`src/rtl/bcd_calendar.sv`:
```
module bcd_calendar (
  input  logic       clk,
  input  logic       rst_n,
  input  logic       tick,
  input  logic       wr_en,
  input  logic [2:0] wr_sel,
  input  logic [7:0] wr_data,
  output logic [7:0] sec_q,
  output logic [7:0] min_q,
  output logic [7:0] hour_q,
  output logic [7:0] date_q,
  output logic [7:0] month_q,
  output logic [7:0] dow_q,
  output logic [7:0] year_q
);

  function automatic logic [7:0] bcd_inc(input logic [7:0] v);
    return (v[3:0] == 4'd9) ? {v[7:4] + 4'd1, 4'd0} : v + 8'd1;
  endfunction

  logic       halt, mode12, pm, step, is_leap;
  logic       sec_wrap, min_wrap, hour_wrap, day_wrap, month_wrap;
  logic [7:0] year_bin, month_len, hinc12, hour_nxt;

  assign halt   = sec_q[7];
  assign mode12 = hour_q[7];
  assign pm     = hour_q[5];
  assign step   = tick & ~halt & ~wr_en;

  assign year_bin = {4'd0, year_q[7:4]} * 8'd10 + {4'd0, year_q[3:0]};
  assign is_leap  = (year_bin[1:0] == 2'b00);

  always_comb begin
    case (month_q)
      8'h02:                      month_len = is_leap ? 8'h29 : 8'h28;
      8'h04, 8'h06, 8'h09, 8'h11: month_len = 8'h30;
      default:                    month_len = 8'h31;
    endcase
  end

  assign sec_wrap   = step & (sec_q[6:0] == 7'h59);
  assign min_wrap   = sec_wrap & (min_q == 8'h59);
  assign hour_wrap  = min_wrap & (mode12 ? (hour_q[4:0] == 5'h11 && pm)
                                         : (hour_q[5:0] == 6'h23));
  assign day_wrap   = hour_wrap & (date_q == month_len);
  assign month_wrap = day_wrap & (month_q == 8'h12);

  assign hinc12 = bcd_inc({3'b000, hour_q[4:0]});

  always_comb begin
    if (mode12) begin
      if (hour_q[4:0] == 5'h12)      hour_nxt = {hour_q[7:5], 5'h01};
      else if (hour_q[4:0] == 5'h11) hour_nxt = {hour_q[7:6], ~pm, 5'h12};
      else                           hour_nxt = {hour_q[7:5], hinc12[4:0]};
    end else begin
      if (hour_q[5:0] == 6'h23)      hour_nxt = 8'h00;
      else                           hour_nxt = bcd_inc({2'b00, hour_q[5:0]});
    end
  end

  always_ff @(posedge clk) begin
    if (!rst_n) begin
      sec_q   <= 8'h00;
      min_q   <= 8'h00;
      hour_q  <= 8'h00;
      date_q  <= 8'h01;
      month_q <= 8'h01;
      dow_q   <= 8'h01;
      year_q  <= 8'h00;
    end else if (wr_en) begin
      case (wr_sel)
        3'd0: sec_q   <= wr_data;
        3'd1: min_q   <= wr_data;
        3'd2: hour_q  <= wr_data;
        3'd3: date_q  <= wr_data;
        3'd4: month_q <= wr_data;
        3'd5: dow_q   <= wr_data;
        3'd6: year_q  <= wr_data;
        default: ;
      endcase
    end else if (step) begin
      sec_q <= sec_wrap ? 8'h00 : bcd_inc(sec_q);
      if (sec_wrap)  min_q  <= min_wrap ? 8'h00 : bcd_inc(min_q);
      if (min_wrap)  hour_q <= hour_nxt;
      if (hour_wrap) begin
        date_q <= day_wrap ? 8'h01 : bcd_inc(date_q);
        dow_q  <= (dow_q == 8'h07) ? 8'h01 : bcd_inc(dow_q);
      end
      if (day_wrap)   month_q <= month_wrap ? 8'h01 : bcd_inc(month_q);
      if (month_wrap) year_q  <= (year_q == 8'h99) ? 8'h00 : bcd_inc(year_q);
    end
  end


  halt_hold_chk: assert property (@(posedge clk) disable iff (!rst_n)
    (halt && !wr_en) |=> $stable({sec_q, min_q, hour_q, date_q, month_q, dow_q, year_q}));


  wr_prio_chk: assert property (@(posedge clk) disable iff (!rst_n)
    (wr_en && tick && wr_sel == 3'd0) |=> (sec_q == $past(wr_data)));


  dow_with_date_chk: assert property (@(posedge clk) disable iff (!rst_n)
    (!wr_en) |=> ($stable(dow_q) || !$stable(date_q)));


  hr12_wrap_chk: assert property (@(posedge clk) disable iff (!rst_n)
    (mode12 && min_wrap && hour_q[4:0] == 5'h12) |=> (hour_q[4:0] == 5'h01 && $stable(hour_q[5])));


  sec_wrap_chk: assert property (@(posedge clk) disable iff (!rst_n)
    (tick && !wr_en && sec_q == 8'h59) |=> (sec_q == 8'h00));

endmodule

```
`config.mk`:
```
export PLATFORM = sky130hd
export DESIGN_NAME = bcd_calendar
export DESIGN_NICKNAME = d
export VERILOG_FILES = /design/src/rtl/bcd_calendar.sv
export SDC_FILE = /design/constraint.sdc
export NUM_CORES = 1
export LEC_CHECK = 0
export ABC_AREA = 1
export BUFFER_PORTS_ARGS = -buffer_cell sky130_fd_sc_hd__buf_2
export CELL_PAD_IN_SITES_DETAIL_PLACEMENT = 1
export CELL_PAD_IN_SITES_GLOBAL_PLACEMENT = 2
export CORE_ASPECT_RATIO = 1.1
export CORE_MARGIN = 2
export CORE_UTILIZATION = 31
export CTS_BUF_LIST = sky130_fd_sc_hd__clkbuf_8
export DETAILED_ROUTE_END_ITERATION = 8
export GPL_TIMING_DRIVEN = 0
export HOLD_SLACK_MARGIN = 0.08
export PLACE_DENSITY = 0.8
export RECOVER_POWER = 100
export SETUP_SLACK_MARGIN = 0.5
export SYNTH_ARGS = -nofsm -noshare
export SYNTH_HDL_FRONTEND = slang
export SYNTH_SLANG_ARGS = --single-unit
```
`constraint.sdc`:
```
create_clock -name clk -period 2.34 [get_ports clk]
set_input_delay 0.351 -clock clk [delete_from_list [all_inputs] [get_ports clk]]
set_output_delay 0.351 -clock clk [all_outputs]
set_load 0.005 [all_outputs]
```
==> out/qor.csv <==
metric,value,unit
# IOs,71,
DIE HEIGHT,124,um
maximum fanout along the worst path,7,
# hold bufs at CTS,0,
Tcrit/Tclk final,88.3,%
Worst-Skew Late Latency,0.35,ns
RSZ-0062 raised after global routing,true,
max-slew violations,0,
RD Place Congestion,0.820,
Syn-to-layout area delta,32.8,%
Synth async-reset ratio,0,%
Max transition margin,46.8,%
Avg WL per Cell,18.5,um
initial antenna violation count,0,
clock slew at reported path FFs,0.11,ns
crit path capture type,register,
standard-cell rows,43,
Tightest Pin Transition,0.798,ns
Non-Filler Instances,894,
detailed placer's ending HPWL,11400,um
NetSw,0.000832,W
logic gate share of total power,26.2,%
largest net degree at the start of global routing,16,
Final Hold Fails,0,
vias per cell,5.32,
DIE WIDTH,113,um
peak supply drop,0.210,mV
CP startpoint kind,register,
FMAX,484,MHz
Critical Path AT,2.36,ns
Pwr Density,421,nW/um^2
Routed Antenna Nets,0,
power share of the clock group,25.6,%
first-pass GRT wire length,25000,um
final WL,16500,um
Clock Sinks,56,
Mapped Area,4040,um^2
Worst Skew,0.00883,ns
CTS tree,done,
ratio of cells with drive above 1 in the final layout,29.0,%
Seq pwr share,48.2,%
via count,4753,
Worst Reg2Reg Path Length in Cells,14,
Longest Clk Path Bufs,2,
Final Net Count,776,
Initial Util,31.9,%
syn nets,658,
cell count after synthesis,619,
Max-Cap Viols,0,
fin crit period,2.07,ns
Hold Path Cell Cnt,3,
Syn. warnings,0,
placed cell count,844,
Antenna diodes,0,
Int Power,0.00142,W
port bufs,68,
post-synthesis sequential area ratio,27.8,%
htree depth,2,
hold slack final,0.321,ns
most frequent cells in the layout,"nand2_1 (100), inv_1 (66), dfxtp_1 (55)",
vias in the first global route,4760,
setup tns final,0,ns
"commonest non-fill, non-tap cell in the layout",nand2_1,
WP data required,2.64,ns
Die Area,14000,um^2
DRT iter0 DRCs,256,
First-pass DRT Iterations,4,
synthesized flop and latch total,56,
GRT overflow,0,
Post-Syn Area per Cell,6.52,um^2
Tot GR Track Use,23.1,%
Core Region,12600,um^2
Total Power,0.00226,W
clk root buf,clkbuf_8,
Util after Layout,42.4,%
Final setup viols,0,
library cells used by synthesis,38,
Net Sw Frac,36.9,%
Hold Path Class,primary input to register,
Post-synth EDFFs,0,
status,completed,
main flop type after synthesis,dfxtp_1,
drc violations,0,
P_leak,2.42,nW
CTS buffer count,5,
crit path kind,register to register,
-- metrics by stage --
step / setup slack [ns] / cell area, um^2
5_1_grt: 0.147 / 5360
6_report: 0.274 / 5360
2_1_floorplan: 0.502 / 4040
4_1_cts: 0.326 / 5030
3_5_place_dp: 0.0282 / 4580
3_3_place_gp: 0.0404 / 4580
-- power by group through the flow --
stage | clock network (W) | logic (W) | registers [W]
after floorplan | 0 | 0.000295 | 0.00110
after global placement | 0 | 0.000470 | 0.00111
after detailed placement | 0 | 0.000484 | 0.00111
after CTS | 0.000602 | 0.000538 | 0.00109
after global routing | 0.000626 | 0.000657 | 0.00110
final | 0.000577 | 0.000591 | 0.00109
-- flip-flops by register name, indices dropped and copies added, names as in the netlist --
register,cells
date_q,8
month_q,8
hour_q,8
sec_q,8
min_q,8
dow_q,8
year_q,8
-- worst max-delay path, stage by stage (launching register included) --
cell,delay (ns)
dfxtp_1,0.49
ha_1,0.19
nand2_1,0.10
nor2_4,0.10
nand2_2,0.06
inv_4,0.07
nand2_4,0.06
nor2_4,0.14
nand3_2,0.11
o21ai_4,0.17
nand3_4,0.12
buf_6,0.19
nand2_1,0.07
nand2_2,0.04
nor2_1,0.08
-- what timing repair did --
action,in CTS,in global routing
endpoints found under the setup margin,45,44
cloned,2,2
pin swaps,19,27
resized for setup,68,118
setup buffers,21,18
-- logic make-up after synthesis --
group	Yosys count	synth area share [%]
compound gates	141	19.6
xor+xnor	18	3.90
fa+ha+maj	24	7.44
buf+inv	97	9.67
flops	56	27.8
simple gates	283	31.7
-- layer usage --
layer,global-route usage (%),vias up,wire length (um)
met3,3.70,31,622
met4,8.84,0,510
li1,-,2312,-
met2,40.7,99,8250
met1,28.3,2311,7120
met5,0,-,0
-- final cells by class --
cell class,instances,area [um^2]
Clock buffer,5,68.8
Tap cell,157,196
Clock inverter,2,8.76
Inverter,84,337
Fill cell,1666,7280
Buffer,13,67.6
Multi-Input combinational cell,466,2900
Timing Repair Buffer,110,651
Sequential cell,56,1120
Timing Repair inverter,1,6.26
-- worst paths after layout --
check / startpoint / end / slack (ns)
worst max-delay path: sec_q[4] / year_q[7] / 0.27
worst min-delay path: wr_data[7] / hour_q[7] / 0.32
worst max register to register: sec_q[4] / year_q[7] / 0.27
worst min register to register: min_q[1] / min_q[1] / 0.51
-- Yosys cell counts (3+ instances only) --
| cell type | n | share of area (%) |
|---|---|---|
| nand2_1 | 124 | 12 |
| inv_2 | 6 | 0.56 |
| a31oi_1 | 25 | 3.9 |
| nor2_1 | 60 | 5.6 |
| or2_2 | 6 | 0.93 |
| dfxtp_1 | 56 | 28 |
| ha_1 | 24 | 7.4 |
| nor3_1 | 9 | 1.1 |
| nor2_4 | 4 | 1.1 |
| xor2_1 | 17 | 3.7 |
| clkbuf_1 | 9 | 0.84 |
| a21oi_1 | 36 | 4.5 |
| a211oi_1 | 3 | 0.56 |
| nand3_1 | 48 | 5.9 |
| o21ai_1 | 3 | 0.37 |
| nand3_2 | 4 | 0.99 |
| o21ai_0 | 64 | 7.9 |
| nand4_1 | 19 | 2.9 |
| inv_1 | 74 | 6.9 |
| nor2_2 | 5 | 0.77 |
Note: power is estimated with default switching activity, not from simulation.
